<file path="config.mk">
export PLATFORM = sky130hd
export DESIGN_NAME = btm_unit
export DESIGN_NICKNAME = d
export VERILOG_FILES = /design/src/rtl/btm_pkg.sv /design/src/rtl/btm_decode.sv /design/src/rtl/btm_alu.sv /design/src/rtl/btm_unit.sv
export SDC_FILE = /design/constraint.sdc
export NUM_CORES = 1
export LEC_CHECK = 0
export BUFFER_PORTS_ARGS = -buffer_cell sky130_fd_sc_hd__clkbuf_2
export CORE_ASPECT_RATIO = 0.7
export CORE_MARGIN = 5
export CORE_UTILIZATION = 60
export DETAILED_ROUTE_END_ITERATION = 10
export GPL_TIMING_DRIVEN = 0
export PLACE_DENSITY = 0.89
export SLEW_MARGIN = 20
export SYNTH_ARGS = -nofsm -noshare
export SYNTH_HDL_FRONTEND = slang
export SYNTH_SLANG_ARGS = --single-unit
</file>
<file path="constraint.sdc">
create_clock -name clk -period 4.85 [get_ports clk]
set_clock_uncertainty 0.05 [all_clocks]
set_input_delay 0 -clock clk [delete_from_list [all_inputs] [get_ports clk]]
set_output_delay 0 -clock clk [all_outputs]
set_load 0.005 [all_outputs]
</file>
<file path="src/rtl/btm_pkg.sv">
package btm_pkg;
    typedef enum logic [1:0] {
        BOP_TEST  = 2'b00,
        BOP_SET   = 2'b01,
        BOP_CLEAR = 2'b10,
        BOP_FLIP  = 2'b11
    } bop_e;

    typedef enum logic [1:0] {
        S_IDLE,
        S_DECODE,
        S_APPLY,
        S_EMIT
    } bstate_e;

    localparam int SUB_W = 3;
endpackage

</file>
<file path="src/rtl/btm_decode.sv">
module btm_decode
    import btm_pkg::*;
#(
    parameter int DATA_W = 16,
    parameter int IMM_W  = 8,
    parameter int IDX_W  = $clog2(DATA_W)
) (
    input  logic              imm_form,
    input  logic              is_mem,
    input  bop_e              reg_op,
    input  logic [SUB_W-1:0]  sub_field,
    input  logic [DATA_W-1:0] reg_idx,
    input  logic [IMM_W-1:0]  imm_idx,
    output bop_e              op,
    output logic              legal,
    output logic [IDX_W-1:0]  bit_pos,
    output logic [DATA_W-1:0] addr_off
);
    localparam int BYTES   = DATA_W / 8;
    localparam int BYTE_SH = $clog2(BYTES);

    logic signed [DATA_W-1:0] word_step;
    logic signed [DATA_W-1:0] byte_step;

    // Words beyond the addressed one, then scaled to bytes
    assign word_step = $signed(reg_idx) >>> IDX_W;
    assign byte_step = word_step <<< BYTE_SH;

    always_comb begin
        if (imm_form) begin
            // Field top bit marks the four legal subfunctions
            legal    = sub_field[SUB_W-1];
            op       = bop_e'(sub_field[1:0]);
            bit_pos  = imm_idx[IDX_W-1:0];
            addr_off = '0;
        end else begin
            legal    = 1'b1;
            op       = reg_op;
            bit_pos  = reg_idx[IDX_W-1:0];
            addr_off = is_mem ? byte_step : '0;
        end
    end
endmodule

</file>
<file path="src/rtl/btm_alu.sv">
module btm_alu
    import btm_pkg::*;
#(
    parameter int DATA_W = 16,
    parameter int IDX_W  = $clog2(DATA_W)
) (
    input  logic [DATA_W-1:0] operand,
    input  bop_e              op,
    input  logic [IDX_W-1:0]  bit_pos,
    output logic [DATA_W-1:0] result,
    output logic              old_bit,
    output logic              writes
);
    logic [DATA_W-1:0] mask;

    // One-hot select built by compare per lane
    for (genvar g = 0; g < DATA_W; g++) begin : g_mask
        assign mask[g] = (bit_pos == IDX_W'(g));
    end

    assign old_bit = |(operand & mask);

    always_comb begin
        unique case (op)
            BOP_TEST:  result = operand;
            BOP_SET:   result = operand | mask;
            BOP_CLEAR: result = operand & ~mask;
            BOP_FLIP:  result = operand ^ mask;
            default:   result = operand;
        endcase
        writes = (op != BOP_TEST);
    end
endmodule

</file>
<file path="src/rtl/btm_unit.sv">
module btm_unit
    import btm_pkg::*;
#(
    parameter int DATA_W = 16,
    parameter int IMM_W  = 8
) (
    input  logic              clk,
    input  logic              rst_n,
    input  logic              req_valid,
    input  logic              req_imm,
    input  logic [1:0]        req_op,
    input  logic [2:0]        req_sub,
    input  logic              req_mem,
    input  logic [15:0]       req_operand,
    input  logic [15:0]       req_index,
    input  logic [7:0]        req_imm_index,
    output logic              done,
    output logic [15:0]       result,
    output logic              wr_en,
    output logic              carry,
    output logic [15:0]       addr_off,
    output logic              bad_op
);
    localparam int IDX_W = $clog2(DATA_W);

    bstate_e state_q, state_d;

    // Captured request
    logic              imm_q, mem_q;
    bop_e              rop_q;
    logic [SUB_W-1:0]  sub_q;
    logic [DATA_W-1:0] idx_q, opnd_q;
    logic [IMM_W-1:0]  iidx_q;

    // Registered decode
    bop_e              dop_q;
    logic              legal_q;
    logic [IDX_W-1:0]  pos_q;
    logic [DATA_W-1:0] off_q;

    // Combinational helpers
    bop_e              dec_op;
    logic              dec_legal;
    logic [IDX_W-1:0]  dec_pos;
    logic [DATA_W-1:0] dec_off;
    logic [DATA_W-1:0] alu_res;
    logic              alu_old, alu_wr;

    btm_decode #(.DATA_W(DATA_W), .IMM_W(IMM_W), .IDX_W(IDX_W)) i_decode (
        .imm_form (imm_q),
        .is_mem   (mem_q),
        .reg_op   (rop_q),
        .sub_field(sub_q),
        .reg_idx  (idx_q),
        .imm_idx  (iidx_q),
        .op       (dec_op),
        .legal    (dec_legal),
        .bit_pos  (dec_pos),
        .addr_off (dec_off)
    );

    btm_alu #(.DATA_W(DATA_W), .IDX_W(IDX_W)) i_alu (
        .operand(opnd_q),
        .op     (dop_q),
        .bit_pos(pos_q),
        .result (alu_res),
        .old_bit(alu_old),
        .writes (alu_wr)
    );

    // Next-state logic
    always_comb begin
        state_d = state_q;
        unique case (state_q)
            S_IDLE:   if (req_valid) state_d = S_DECODE;
            S_DECODE: state_d = S_APPLY;
            S_APPLY:  state_d = S_EMIT;
            S_EMIT:   state_d = S_IDLE;
            default:  state_d = S_IDLE;
        endcase
    end

    // State register
    always_ff @(posedge clk) begin
        if (!rst_n) state_q <= S_IDLE;
        else        state_q <= state_d;
    end

    // Capture and decode registers
    always_ff @(posedge clk) begin
        if (!rst_n) begin
            imm_q   <= 1'b0;
            mem_q   <= 1'b0;
            rop_q   <= BOP_TEST;
            sub_q   <= '0;
            idx_q   <= '0;
            opnd_q  <= '0;
            iidx_q  <= '0;
            dop_q   <= BOP_TEST;
            legal_q <= 1'b0;
            pos_q   <= '0;
            off_q   <= '0;
        end else begin
            unique case (state_q)
                S_IDLE: if (req_valid) begin
                    imm_q  <= req_imm;
                    mem_q  <= req_mem;
                    rop_q  <= bop_e'(req_op);
                    sub_q  <= req_sub;
                    idx_q  <= req_index;
                    opnd_q <= req_operand;
                    iidx_q <= req_imm_index;
                end
                S_DECODE: begin
                    dop_q   <= dec_op;
                    legal_q <= dec_legal;
                    pos_q   <= dec_pos;
                    off_q   <= dec_off;
                end
                default: ;
            endcase
        end
    end

    // Output register
    always_ff @(posedge clk) begin
        if (!rst_n) begin
            done     <= 1'b0;
            result   <= '0;
            wr_en    <= 1'b0;
            carry    <= 1'b0;
            addr_off <= '0;
            bad_op   <= 1'b0;
        end else begin
            done   <= 1'b0;
            wr_en  <= 1'b0;
            bad_op <= 1'b0;
            if (state_q == S_APPLY) begin
                done     <= 1'b1;
                addr_off <= off_q;
                if (legal_q) begin
                    result <= alu_res;
                    wr_en  <= alu_wr;
                    carry  <= alu_old;
                end else begin
                    result <= opnd_q;
                    bad_op <= 1'b1;
                end
            end
        end
    end

    // Checks beside the logic they guard
    p_wr_in_done_r4: assert property (@(posedge clk) disable iff (!rst_n)
        wr_en |-> done);
    p_done_pulse_r8: assert property (@(posedge clk) disable iff (!rst_n)
        done |=> !done);
    p_done_from_apply_r8: assert property (@(posedge clk) disable iff (!rst_n)
        (state_q == S_APPLY) |=> (done && state_q == S_EMIT));
    p_test_keep_r3: assert property (@(posedge clk) disable iff (!rst_n)
        (done && legal_q && dop_q == BOP_TEST) |-> (result == opnd_q && !wr_en));
    p_bad_quiet_r7: assert property (@(posedge clk) disable iff (!rst_n)
        bad_op |-> (done && !wr_en && result == opnd_q));
    p_carry_hold_r7: assert property (@(posedge clk) disable iff (!rst_n)
        (done && bad_op) |-> (carry == $past(carry)));
    p_off_zero_r5: assert property (@(posedge clk) disable iff (!rst_n)
        (done && (imm_q || !mem_q)) |-> (addr_off == '0));
endmodule

</file>
After elaboration in Yosys (flattened, before gate mapping) --
Index checks and enable logic that the tools add are counted.
Storage, ports and cells: input bits 50, output and inout bits 36, register bits 104, word-level logic and storage cells 65
Cells by class: reduce and logical (&&, ||, !) cells 9, multiplexer cells 11, bitwise operators 5, equality and inequality tests 22
Operators by type and width (number):
- $pmux W16 S4 | 1
- $mux W16 | 3
- $and A16 B16 Y16 | 2
- $eq A4 B4 Y1 const B | 8
- $eq A4 B3 Y1 const B | 4
- $not A16 Y16 | 1
- $or A16 B16 Y16 | 1
- $reduce_or A16 Y1 | 1
- $xor A16 B16 Y16 | 1
- $eq A2 B2 Y1 const B | 4
- $eq A4 B2 Y1 const B | 2
- $pmux W2 S4 | 1
- $reduce_and A2 Y1 | 3
- $eq A2 B1 Y1 const B | 2
- $eq A4 B1 Y1 const B | 1
- $logic_not A2 Y1 | 2
- $logic_not A4 Y1 | 1
- $mux W2 | 2
- $mux W4 | 1
- $mux W1 | 3
- $reduce_and A3 Y1 | 1
- $ne A2 B2 Y1 const B | 1
- $reduce_bool A2 Y1 | 1

Longest topological paths before layout --
Gate-level depths: netlist (run 1).
depth after elaboration 5, gate-level depth with buffers 7, mapped depth without buffers 7

By module --
Synthesis (run 1) repeated with hierarchy kept, for this count alone.
Second synthesis, totals: cells, all modules 610, area, all modules 6163.4 um2
Modules (own cells, without submodules):
- btm_unit | seq. area each 2162.1 um2, times used 1, area each 4474.3 um2, cells an instance 429
- btm_alu | seq. area each 0.0 um2, times used 1, area each 1448.9 um2, cells an instance 154
- btm_decode | seq. area each 0.0 um2, times used 1, area each 240.2 um2, cells an instance 27

Least setup slack after synthesis (run 1) --
Ideal clock, no wire load.
path type register to register, start reg pos_q[1], end reg result[14], cell stages (with the launch flop) 8, library setup time 84 ps, clock period less this slack 1628 ps, setup slack 3222 ps, arrival time 1494 ps, path buffers 0, required time 4716 ps, cells stage by stage dfxtp_1 -> nor2b_1 -> nand3_1 -> ha_1 -> inv_1 -> mux2i_1 -> a21oi_1 -> o31ai_2
Between the ends: cells in the longest elaborated chain, start to end 5, elaborated cells on any way between the ends 7, those cells by class 1 x eq/ne; 2 x mux; 4 x bitwise
RTL lines:
- start: declaration | RTL line btm_unit.sv:38 | logic [IDX_W-1:0] pos_q;
- start signal: assignment | RTL line btm_unit.sv:117 | pos_q <= dec_pos;
- $eq A4 B4 Y1 (*) | RTL line btm_alu.sv:18 | assign mask[g] = (bit_pos == IDX_W'(g));
- $not A16 Y16 | RTL line btm_alu.sv:27 | BOP_CLEAR: result = operand & ~mask;
- $and A16 B16 Y16 | RTL line btm_alu.sv:27
- $pmux W16 S4 (*) | RTL line btm_alu.sv:24 | unique case (op)
- $mux W16 (*) | RTL line btm_unit.sv:141 | if (legal_q) begin
- end signal: assignment | RTL line btm_unit.sv:142 | result <= alu_res;
- end signal: assignment | RTL line btm_unit.sv:146 | result <= opnd_q;
- end: declaration | RTL line btm_unit.sv:18 | output logic [15:0] result,
Every way passes the cells marked *; elsewhere a longest branch is shown, timed or not. A chain may end at the register's enable or synchronous reset.

Worst setup path in the final report (run 1) --
Ends and elaborated chain as after synthesis.

==> flow_summary.html, run 1 <==
<table>
<tr><th>Metric</th><th>Value</th></tr>
<tr><th colspan="2">Outcome</th></tr>
<tr><td>Outcome</td><td>finished, final reports clean</td></tr>
<tr><th colspan="2">GRT</th></tr>
<tr><td>Sum of overflow across all layers after global routing</td><td>0</td></tr>
<tr><td>Global-route wire length before repair</td><td>23.2 mm</td></tr>
<tr><td>Maximum number of pins on one net before global-route repair</td><td>18</td></tr>
<tr><td>Overall global routing resource usage</td><td>28.0%</td></tr>
<tr><td>Vias in the first global route</td><td>4757</td></tr>
<tr><td>Initial antenna violation count</td><td>0</td></tr>
<tr><th colspan="2">Timing</th></tr>
<tr><td>Post-Route Hold Slack</td><td>0.0604 ns</td></tr>
<tr><td>Aggregate negative setup slack</td><td>0 ns</td></tr>
<tr><td>Post-route fraction of the period consumed by the critical path</td><td>42.3%</td></tr>
<tr><td>Number of setup violations in the final report</td><td>0</td></tr>
<tr><td>Achievable Freq</td><td>488 MHz</td></tr>
<tr><td>Count of final hold-check violations</td><td>0</td></tr>
<tr><td>Setup repair after global routing missed its margin</td><td>false</td></tr>
<tr><td>Worst slew margin</td><td>66.6%</td></tr>
<tr><td>Worst Setup Slack, final</td><td>between 2 and 3 ns</td></tr>
<tr><td>Number of max-slew violations in the final report</td><td>0</td></tr>
<tr><td>Clock period minus worst slack</td><td>roughly 2.0 ns</td></tr>
<tr><td>Worst Max-Slew Pin Slew</td><td>about 0.50 ns</td></tr>
<tr><th colspan="2">Layout</th></tr>
<tr><td>Post-route core utilization</td><td>77.4%</td></tr>
<tr><td>Layout Area Growth over Synthesis</td><td>25.7%</td></tr>
<tr><td>Post-layout net count</td><td>836</td></tr>
<tr><td>Fraction of final layout cells sized beyond drive strength 1</td><td>a little under a fifth</td></tr>
<tr><td>Finished Cell Area</td><td>6540 sq um</td></tr>
<tr><td>Cell Count, Final, Fillers Out</td><td>860</td></tr>
<tr><th colspan="2">Clock network</th></tr>
<tr><td>Longest Clk Path Bufs</td><td>2</td></tr>
<tr><td>Clk Latency, worst-skew pair</td><td>0.36 ns</td></tr>
<tr><td>CTS tree</td><td>done</td></tr>
<tr><td>Post-CTS setup buffer count</td><td>0</td></tr>
<tr><td>Total CTS buffers</td><td>9</td></tr>
<tr><td>Depth of the CTS H-tree</td><td>3</td></tr>
<tr><td>Post-CTS Resized</td><td>0</td></tr>
<tr><td>Clock Sink Count</td><td>between 90 and 100</td></tr>
<tr><td>Number of hold buffers added after cts</td><td>43</td></tr>
<tr><td>Clock transition time at the flip-flop clock pins of the worst setup and hold paths</td><td>0.07 ns</td></tr>
<tr><td>Clock root cell</td><td>sky130_fd_sc_hd__clkbuf_16</td></tr>
<tr><th colspan="2">Power</th></tr>
<tr><td>Combinational fraction of design power</td><td>around a third</td></tr>
<tr><td>Sum of internal, switching and leakage power</td><td>2.80 mW</td></tr>
<tr><td>Peak supply drop</td><td>around 220 uV</td></tr>
<tr><td>Static Leak</td><td>2.97 nW</td></tr>
<tr><td>Switch share</td><td>approximately 37%</td></tr>
<tr><td>Fraction of power consumed by sequential logic</td><td>between 30% and 40%</td></tr>
<tr><td>Switching power</td><td>1.03 mW</td></tr>
<tr><td>Internal portion of total power</td><td>roughly 1.8 mW</td></tr>
<tr><td>Power density cells</td><td>429 nW/um^2</td></tr>
<tr><td>Portion of total power attributed to the clock network</td><td>30.1%</td></tr>
<tr><th colspan="2">Setup path</th></tr>
<tr><td>Kind of cell adding the most delay to the critical path</td><td>simple AND/OR/NAND/NOR gates</td></tr>
<tr><td>Critical Path, Cell by Cell</td><td>nor2b_1 -&gt; nand3_1 -&gt; ha_1 -&gt; inv_1 -&gt; mux2i_1 -&gt; a21oi_1 -&gt; o31ai_2</td></tr>
<tr><td>Kind of launch point of the worst setup path</td><td>flop</td></tr>
<tr><td>Top fanout value on the critical path</td><td>8</td></tr>
<tr><td>Slowest library cell on the worst path</td><td>sky130_fd_sc_hd__dfxtp_1</td></tr>
<tr><td>Worst reg-to-reg path cell count</td><td>7</td></tr>
<tr><td>Number of stages on the worst setup path</td><td>7</td></tr>
<tr><td>Critical path class</td><td>reg2reg</td></tr>
<tr><td>Crit path required time</td><td>approximately 5.1 ns</td></tr>
<tr><td>Maximum single-stage delay on the critical path</td><td>0.50 ns</td></tr>
<tr><td>Nature of the critical path endpoint</td><td>flop</td></tr>
<tr><td>Data arrival at the endpoint of the critical path</td><td>2.27 ns</td></tr>
<tr><td>Count of buffering cells on the critical path with inverters included</td><td>1</td></tr>
<tr><td>Setup slack on the worst flop-to-flop path</td><td>2.80 ns</td></tr>
<tr><th colspan="2">Synth</th></tr>
<tr><td>Top post-synthesis cells by area</td><td>sky130_fd_sc_hd__dfxtp_1, sky130_fd_sc_hd__ha_1, sky130_fd_sc_hd__nand2_1, sky130_fd_sc_hd__nor2b_1, sky130_fd_sc_hd__a21boi_0</td></tr>
<tr><td>Distinct cell type count of the synthesized netlist</td><td>31</td></tr>
<tr><td>Count of state elements after synthesis</td><td>96</td></tr>
<tr><td>Number of synthesis warnings</td><td>0</td></tr>
<tr><td>Post-Synthesis Cells</td><td>600</td></tr>
<tr><td>Summed instance area of the synthesized netlist</td><td>5200 sq um</td></tr>
<tr><td>Most frequently used cell type in the post-synthesis netlist</td><td>sky130_fd_sc_hd__nand2_1</td></tr>
<tr><td>Post-synthesis async set-or-reset flop share</td><td>0%</td></tr>
<tr><td>Sequential area share after synthesis</td><td>36.9%</td></tr>
<tr><td>Fraction of post-synthesis cell area in the top cell type by area</td><td>36.9%</td></tr>
<tr><td>Average cell area after synthesis</td><td>8.67 sq um</td></tr>
<tr><td>Most frequent cells after synthesis</td><td>sky130_fd_sc_hd__nand2_1, sky130_fd_sc_hd__dfxtp_1, sky130_fd_sc_hd__ha_1, sky130_fd_sc_hd__nor2b_1, sky130_fd_sc_hd__inv_1</td></tr>
<tr><td>Number of flops mapped to enable cells by yosys</td><td>0</td></tr>
<tr><td>Most used flip-flop cell after synthesis</td><td>sky130_fd_sc_hd__dfxtp_1</td></tr>
<tr><td>Largest area contributor in the synthesized netlist</td><td>sky130_fd_sc_hd__dfxtp_1</td></tr>
<tr><td>Net count after synthesis</td><td>702</td></tr>
<tr><th colspan="2">Die</th></tr>
<tr><td>Initial standard-cell utilization of the core</td><td>about 60%</td></tr>
<tr><td>Top-level port count</td><td>between 80 and 90</td></tr>
<tr><td>Floorplan die area</td><td>10700 sq um</td></tr>
<tr><td>Total number of placement rows</td><td>28</td></tr>
<tr><td>Width of the die</td><td>121 microns</td></tr>
<tr><td>Floorplan die height</td><td>a little under 90 microns</td></tr>
<tr><td>Placeable Area</td><td>8440 sq um</td></tr>
<tr><th colspan="2">Drt</th></tr>
<tr><td>DRC violations left</td><td>0</td></tr>
<tr><td>Mean number of vias per cell</td><td>5.43</td></tr>
<tr><td>Wire length reported by the detailed router</td><td>14.2 mm</td></tr>
<tr><td>Post-route antenna net violation count</td><td>0</td></tr>
<tr><td>Via count</td><td>4674</td></tr>
<tr><td>Detailed-routing iteration count for the pre-antenna-repair pass</td><td>7</td></tr>
<tr><td>Wire length per cell after detailed routing</td><td>16.6 microns</td></tr>
<tr><td>Detailed router's first-iteration violation count</td><td>328</td></tr>
<tr><th colspan="2">Job</th></tr>
<tr><td>Max-capacitance violation count</td><td>0</td></tr>
<tr><th colspan="2">Placed design</th></tr>
<tr><td>Placed Instances</td><td>800</td></tr>
<tr><td>Worst setup slack before clock tree synthesis</td><td>2.86 ns</td></tr>
<tr><td>Routability Congestion</td><td>0.931</td></tr>
<tr><td>Count of port buffers added during placement</td><td>80</td></tr>
<tr><td>Instance area at placement</td><td>5750 sq um</td></tr>
<tr><td>DP HPWL</td><td>approximately 9.9 mm</td></tr>
<tr><th colspan="2">Min path</th></tr>
<tr><td>WHS Path Cells</td><td>4</td></tr>
<tr><td>Kind of path behind the tightest hold check</td><td>in2reg</td></tr>
</table>
-- area by class of cell --
type,count,area [sq um]
repair buffers,123,831
fillers,561,1910
plain buffers,42,229
diodes,1,2.50
well taps,120,150
clock inverters,7,126
multi-input cells,415,2870
clock buffers,9,225
flip-flops and latches,96,1920
inverters,47,176
-- sequential cells by signal, indices dropped and copies added, names as in the netlist --
signal / count
addr_off: 12
bad_op: 1
carry: 1
done: 1
dop_q: 2
idx_q: 16
iidx_q: 4
imm_q: 1
legal_q: 1
mem_q: 1
off_q: 12
opnd_q: 16
pos_q: 4
result: 16
rop_q: 2
state_q: 2
sub_q: 3
wr_en: 1
-- logic make-up (layout without fill, tap and decap cells) --
kind of cell / Yosys count / count (layout) / synth area share, %
simple gates: 222 / 222 / 20.8
compound gates: 110 / 110 / 16.1
flops: 96 / 96 / 36.9
buf+inv: 89 / 228 / 7.79
fa+ha+maj: 52 / 52 / 12.5
mux: 30 / 30 / 5.77
other cells: 1 / 2 / 0.0721
-- power groups by stage --
stage                     Combinational, mW  Clock, mW  Sequential (mW)
after detailed placement              0.892          0             1.02
after floorplan                       0.656          0            0.986
after global routing                   1.05      0.884             1.03
final                                 0.943      0.844             1.01
after CTS                             0.926      0.846             1.01
after global placement                0.836          0             1.02
-- cells in the final DEF (no fill, tap or decap), drive strengths merged, types with 6 or more instances in the layout --
cell type	instances
nand3	6
nor2b	52
ha	52
dlygate4sd3	43
nand3b	16
clkbuf	105
dfxtp	96
a21oi	23
buf	26
inv	50
nand2	106
mux2i	30
nor2	26
o31ai	11
a21boi	43
o21ai	13
o211a	7
-- tightest hold or removal path: stages --
cell,delay (ns)
sky130_fd_sc_hd__clkbuf_2,0.10
sky130_fd_sc_hd__nand2_1,0.15
sky130_fd_sc_hd__nand2_1,0.10
sky130_fd_sc_hd__a21boi_0,0.06
-- path summary, 6_finish.rpt --
| kind | startpoint | endpoint |
|---|---|---|
| hold / removal | req_valid | iidx_q[0]$_SDFFE_PN0P_ |
| setup reg to reg | pos_q[1]$_SDFFE_PN0N_ | result[14]$_SDFFE_PN0P_ |
| setup / recovery | pos_q[1]$_SDFFE_PN0N_ | result[14]$_SDFFE_PN0P_ |
| hold reg to reg | iidx_q[0]$_SDFFE_PN0P_ | iidx_q[0]$_SDFFE_PN0P_ |
-- routing by layer --
| layer | vias up | track usage (%) | routed length (microns) |
|---|---|---|---|
| met3 | 27 | 8.97 | 1130 |
| met4 | 0 | 9.56 | 268 |
| met1 | 2217 | 34.2 | 6160 |
| met5 | - | 0 | 0 |
| met2 | 190 | 47.2 | 6690 |
| li1 | 2240 | - | - |
Note: power is estimated with default switching activity, not from simulation.
==> inputs of run 2 (changes only) <==
- CORE_UTILIZATION: 60 -> 51
- PLACE_DENSITY: 0.89 -> 0.81
- clock period: 4.85 -> 1.85 ns (I/O delays scaled with it)
==> flow_summary.html, run 2 (same netlist as run 1, synthesis figures left out) <==
<table>
<tr><th>Metric</th><th>Value</th></tr>
<tr><th colspan="2">Outcome</th></tr>
<tr><td>Outcome</td><td>finished, final reports clean</td></tr>
<tr><th colspan="2">Layout</th></tr>
<tr><td>Most frequent standard cell in the layout excluding fill and tap cells</td><td>sky130_fd_sc_hd__nand2_1</td></tr>
<tr><td>Fraction of final layout cells sized beyond drive strength 1</td><td>approximately 21%</td></tr>
<tr><td>Cell Count, Final, Fillers Out</td><td>867</td></tr>
<tr><td>Largest registers</td><td>idx_q (16), opnd_q (16), result (16)</td></tr>
<tr><td>Most frequent cells in the layout</td><td>sky130_fd_sc_hd__nand2_1, sky130_fd_sc_hd__dfxtp_1, sky130_fd_sc_hd__clkbuf_2, sky130_fd_sc_hd__ha_1, sky130_fd_sc_hd__nor2b_1</td></tr>
<tr><td>Post-layout net count</td><td>~840</td></tr>
<tr><td>Layout Area Growth over Synthesis</td><td>25.8%</td></tr>
<tr><td>Final antenna diode count</td><td>0</td></tr>
<tr><th colspan="2">Timing</th></tr>
<tr><td>Count of final hold-check violations</td><td>0</td></tr>
<tr><td>Number of max-slew violations in the final report</td><td>0</td></tr>
<tr><td>Number of setup violations in the final report</td><td>0</td></tr>
<tr><td>Setup repair after global routing missed its margin</td><td>true</td></tr>
<tr><td>Achievable Freq</td><td>roughly 550 MHz</td></tr>
<tr><td>Worst Max-Slew Pin Slew</td><td>0.502 ns</td></tr>
<tr><td>Post-route fraction of the period consumed by the critical path</td><td>98.1%</td></tr>
<tr><td>Worst slew margin</td><td>66.5%</td></tr>
<tr><td>Clock period minus worst slack</td><td>1.82 ns</td></tr>
<tr><th colspan="2">Drt</th></tr>
<tr><td>Mean number of vias per cell</td><td>5.14</td></tr>
<tr><td>Post-route antenna net violation count</td><td>0</td></tr>
<tr><td>Wire length reported by the detailed router</td><td>13.4 mm</td></tr>
<tr><td>Wire length per cell after detailed routing</td><td>about 15 microns</td></tr>
<tr><td>Via count</td><td>4459</td></tr>
<tr><td>Detailed-routing iteration count for the pre-antenna-repair pass</td><td>4</td></tr>
<tr><td>DRC violations left</td><td>0</td></tr>
<tr><td>Detailed router's first-iteration violation count</td><td>264</td></tr>
<tr><th colspan="2">Clock network</th></tr>
<tr><td>Clk Latency, worst-skew pair</td><td>between 0.3 and 0.4 ns</td></tr>
<tr><td>Clock transition time at the flip-flop clock pins of the worst setup and hold paths</td><td>~0.070 ns</td></tr>
<tr><td>Depth of the CTS H-tree</td><td>3</td></tr>
<tr><td>Total CTS buffers</td><td>9</td></tr>
<tr><td>Clock root cell</td><td>sky130_fd_sc_hd__clkbuf_16</td></tr>
<tr><td>CTS tree</td><td>done</td></tr>
<tr><td>Longest Clk Path Bufs</td><td>2</td></tr>
<tr><td>Clock Sink Count</td><td>96</td></tr>
<tr><th colspan="2">Setup path</th></tr>
<tr><td>Nature of the critical path endpoint</td><td>flop</td></tr>
<tr><td>Maximum single-stage delay on the critical path</td><td>between 0.4 and 0.5 ns</td></tr>
<tr><td>Count of buffering cells on the critical path with inverters included</td><td>1</td></tr>
<tr><td>Critical Path, Cell by Cell</td><td>nor2b_4 -&gt; nand3_1 -&gt; inv_1 -&gt; ha_1 -&gt; nor4_1 -&gt; and3_1 -&gt; a31oi_1</td></tr>
<tr><td>Start of the worst register-to-register path</td><td>pos_q[0]$_SDFFE_PN0N_</td></tr>
<tr><td>Top fanout value on the critical path</td><td>8</td></tr>
<tr><td>Slowest library cell on the worst path</td><td>sky130_fd_sc_hd__nor4_1</td></tr>
<tr><td>Crit path required time</td><td>2.02 ns</td></tr>
<tr><td>Worst reg-to-reg path cell count</td><td>7</td></tr>
<tr><td>Kind of cell adding the most delay to the critical path</td><td>simple AND/OR/NAND/NOR gates</td></tr>
<tr><td>Critical path class</td><td>reg2reg</td></tr>
<tr><td>Number of stages on the worst setup path</td><td>7</td></tr>
<tr><td>Kind of launch point of the worst setup path</td><td>flop</td></tr>
<tr><td>Setup slack on the worst flop-to-flop path</td><td>0.03 ns</td></tr>
<tr><td>Data arrival at the endpoint of the critical path</td><td>1.99 ns</td></tr>
<tr><td>Crit Reg-Reg Endpoint</td><td>carry$_SDFFE_PN0P_</td></tr>
<tr><th colspan="2">Min path</th></tr>
<tr><td>Kind of path behind the tightest hold check</td><td>in2reg</td></tr>
<tr><td>WHS Path Cells</td><td>3</td></tr>
<tr><td>Destination of the worst hold path</td><td>state_q[0]$_SDFFE_PN0P_</td></tr>
<tr><td>Start point of the worst min-delay path</td><td>req_valid</td></tr>
<tr><th colspan="2">GRT</th></tr>
<tr><td>Initial antenna violation count</td><td>0</td></tr>
<tr><td>Global-route wire length before repair</td><td>between 20 and 25 mm</td></tr>
<tr><td>Vias in the first global route</td><td>4498</td></tr>
<tr><td>Sum of overflow across all layers after global routing</td><td>0</td></tr>
<tr><td>Maximum number of pins on one net before global-route repair</td><td>19</td></tr>
<tr><td>Overall global routing resource usage</td><td>22.4%</td></tr>
<tr><th colspan="2">Power</th></tr>
<tr><td>Internal portion of total power</td><td>4.32 mW</td></tr>
<tr><td>Portion of total power attributed to the clock network</td><td>26.0%</td></tr>
<tr><td>Sum of internal, switching and leakage power</td><td>7.02 mW</td></tr>
<tr><td>Switch share</td><td>38.4%</td></tr>
<tr><td>Static Leak</td><td>2.97 nW</td></tr>
<tr><td>Switching power</td><td>2.70 mW</td></tr>
<tr><td>Combinational fraction of design power</td><td>between 30 and 40%</td></tr>
<tr><td>Fraction of power consumed by sequential logic</td><td>38.5%</td></tr>
<tr><td>Peak supply drop</td><td>~600 uV</td></tr>
<tr><td>Power density cells</td><td>between 1000 and 1500 nW/um^2</td></tr>
<tr><th colspan="2">Die</th></tr>
<tr><td>Floorplan die area</td><td>between 10000 and 15000 sq um</td></tr>
<tr><td>Floorplan die height</td><td>94.5 microns</td></tr>
<tr><td>Top-level port count</td><td>86</td></tr>
<tr><td>Placeable Area</td><td>around 9800 sq um</td></tr>
<tr><td>Total number of placement rows</td><td>30</td></tr>
<tr><td>Initial standard-cell utilization of the core</td><td>52.9%</td></tr>
<tr><td>Width of the die</td><td>131 microns</td></tr>
<tr><th colspan="2">Placed design</th></tr>
<tr><td>Placed Instances</td><td>808</td></tr>
<tr><td>Routability Congestion</td><td>0.947</td></tr>
<tr><td>Count of port buffers added during placement</td><td>80</td></tr>
<tr><td>DP HPWL</td><td>roughly 9.8 mm</td></tr>
<tr><th colspan="2">Job</th></tr>
<tr><td>Max-capacitance violation count</td><td>0</td></tr>
</table>
## run 2: cell types whose count changed in the layout (fill, tap and decap cells not counted), moves of 2 or more
cell / before / now
sky130_fd_sc_hd__dfxtp_4: 0 / 3
sky130_fd_sc_hd__clkbuf_1: 16 / 11
sky130_fd_sc_hd__nor2_2: 0 / 2
sky130_fd_sc_hd__nor2b_4: 0 / 4
sky130_fd_sc_hd__bufinv_16: 3 / 0
sky130_fd_sc_hd__clkbuf_2: 80 / 84
sky130_fd_sc_hd__nor2b_1: 52 / 48
sky130_fd_sc_hd__nor2_1: 26 / 24
sky130_fd_sc_hd__dfxtp_1: 96 / 92
## run 2: timing repair
item	in CTS	in global routing
hold buffers	43	0
resized for setup	8	18
endpoints found under the hold margin	43	0
cloned	0	0
endpoints found under the setup margin	13	41
setup buffers	0	1
pin swaps	0	1
## run 2: routing by layer
layer	part of all wire [%]	vias to the layer above	GRT usage (%)
met4	1.0	0	7.36
met5	0	-	0
met1	45	2077	29.4
li1	-	2235	-
met3	7.4	13	5.88
met2	46	134	36.1
## run 2: worst max-delay path by stage
stage	start	to	slack, ns
2_1_floorplan	pos_q[1]$_SDFFE_PN0N_	result[14]$_SDFFE_PN0P_	0.22
3_3_place_gp	pos_q[1]$_SDFFE_PN0N_	result[14]$_SDFFE_PN0P_	-0.1
3_5_place_dp	pos_q[1]$_SDFFE_PN0N_	result[14]$_SDFFE_PN0P_	-0.19
4_1_cts	pos_q[0]$_SDFFE_PN0N_	carry$_SDFFE_PN0P_	0.006
5_1_grt	pos_q[0]$_SDFFE_PN0N_	carry$_SDFFE_PN0P_	-0.007
6_report	pos_q[0]$_SDFFE_PN0N_	carry$_SDFFE_PN0P_	0.03
## run 2: cell type report
class	instances	area, sq um
sequential	96	1930
tap	128	160
buffer	41	230
clock buffer	9	225
inverter	47	176
clock inverter	7	66.3
timing repair buffer	124	838
multi-input combinational	415	2910
fill	798	3290
## run 2: worst min-delay path, delay by kind of cell
kind / cells / cell delay, ns
AND/OR/NAND/NOR: 1 / 0.17
buffers and inverters: 1 / 0.10
AO/OA/AOI/OAI: 1 / 0.15
## run 2: power groups by stage
stage / combinational, mW / clock (mW) / sequential [mW]
floorplan: 1.72 / 0 / 2.58
global placement: 2.21 / 0 / 2.67
detailed placement: 2.33 / 0 / 2.69
CTS: 2.43 / 1.86 / 2.66
global route: 2.77 / 1.95 / 2.73
finish: 2.49 / 1.82 / 2.70
## run 2: metrics by stage
step / instance area (sq um) / setup TNS, ns / setup slack (ns) / hold slack, ns / utilization, %
floorplan: 5200 / 0 / 0.222 / 0.0948 / -
global placement: 5760 / -0.387 / -0.0959 / 0.185 / 58.6
detailed placement: 5760 / -0.914 / -0.192 / 0.192 / 58.6
CTS: 6500 / 0 / 0.00554 / 0.0323 / 66.1
global route: 6550 / -0.0178 / -0.00692 / 0.0557 / 66.6
finish: 6550 / 0 / 0.0350 / 0.0433 / 66.6
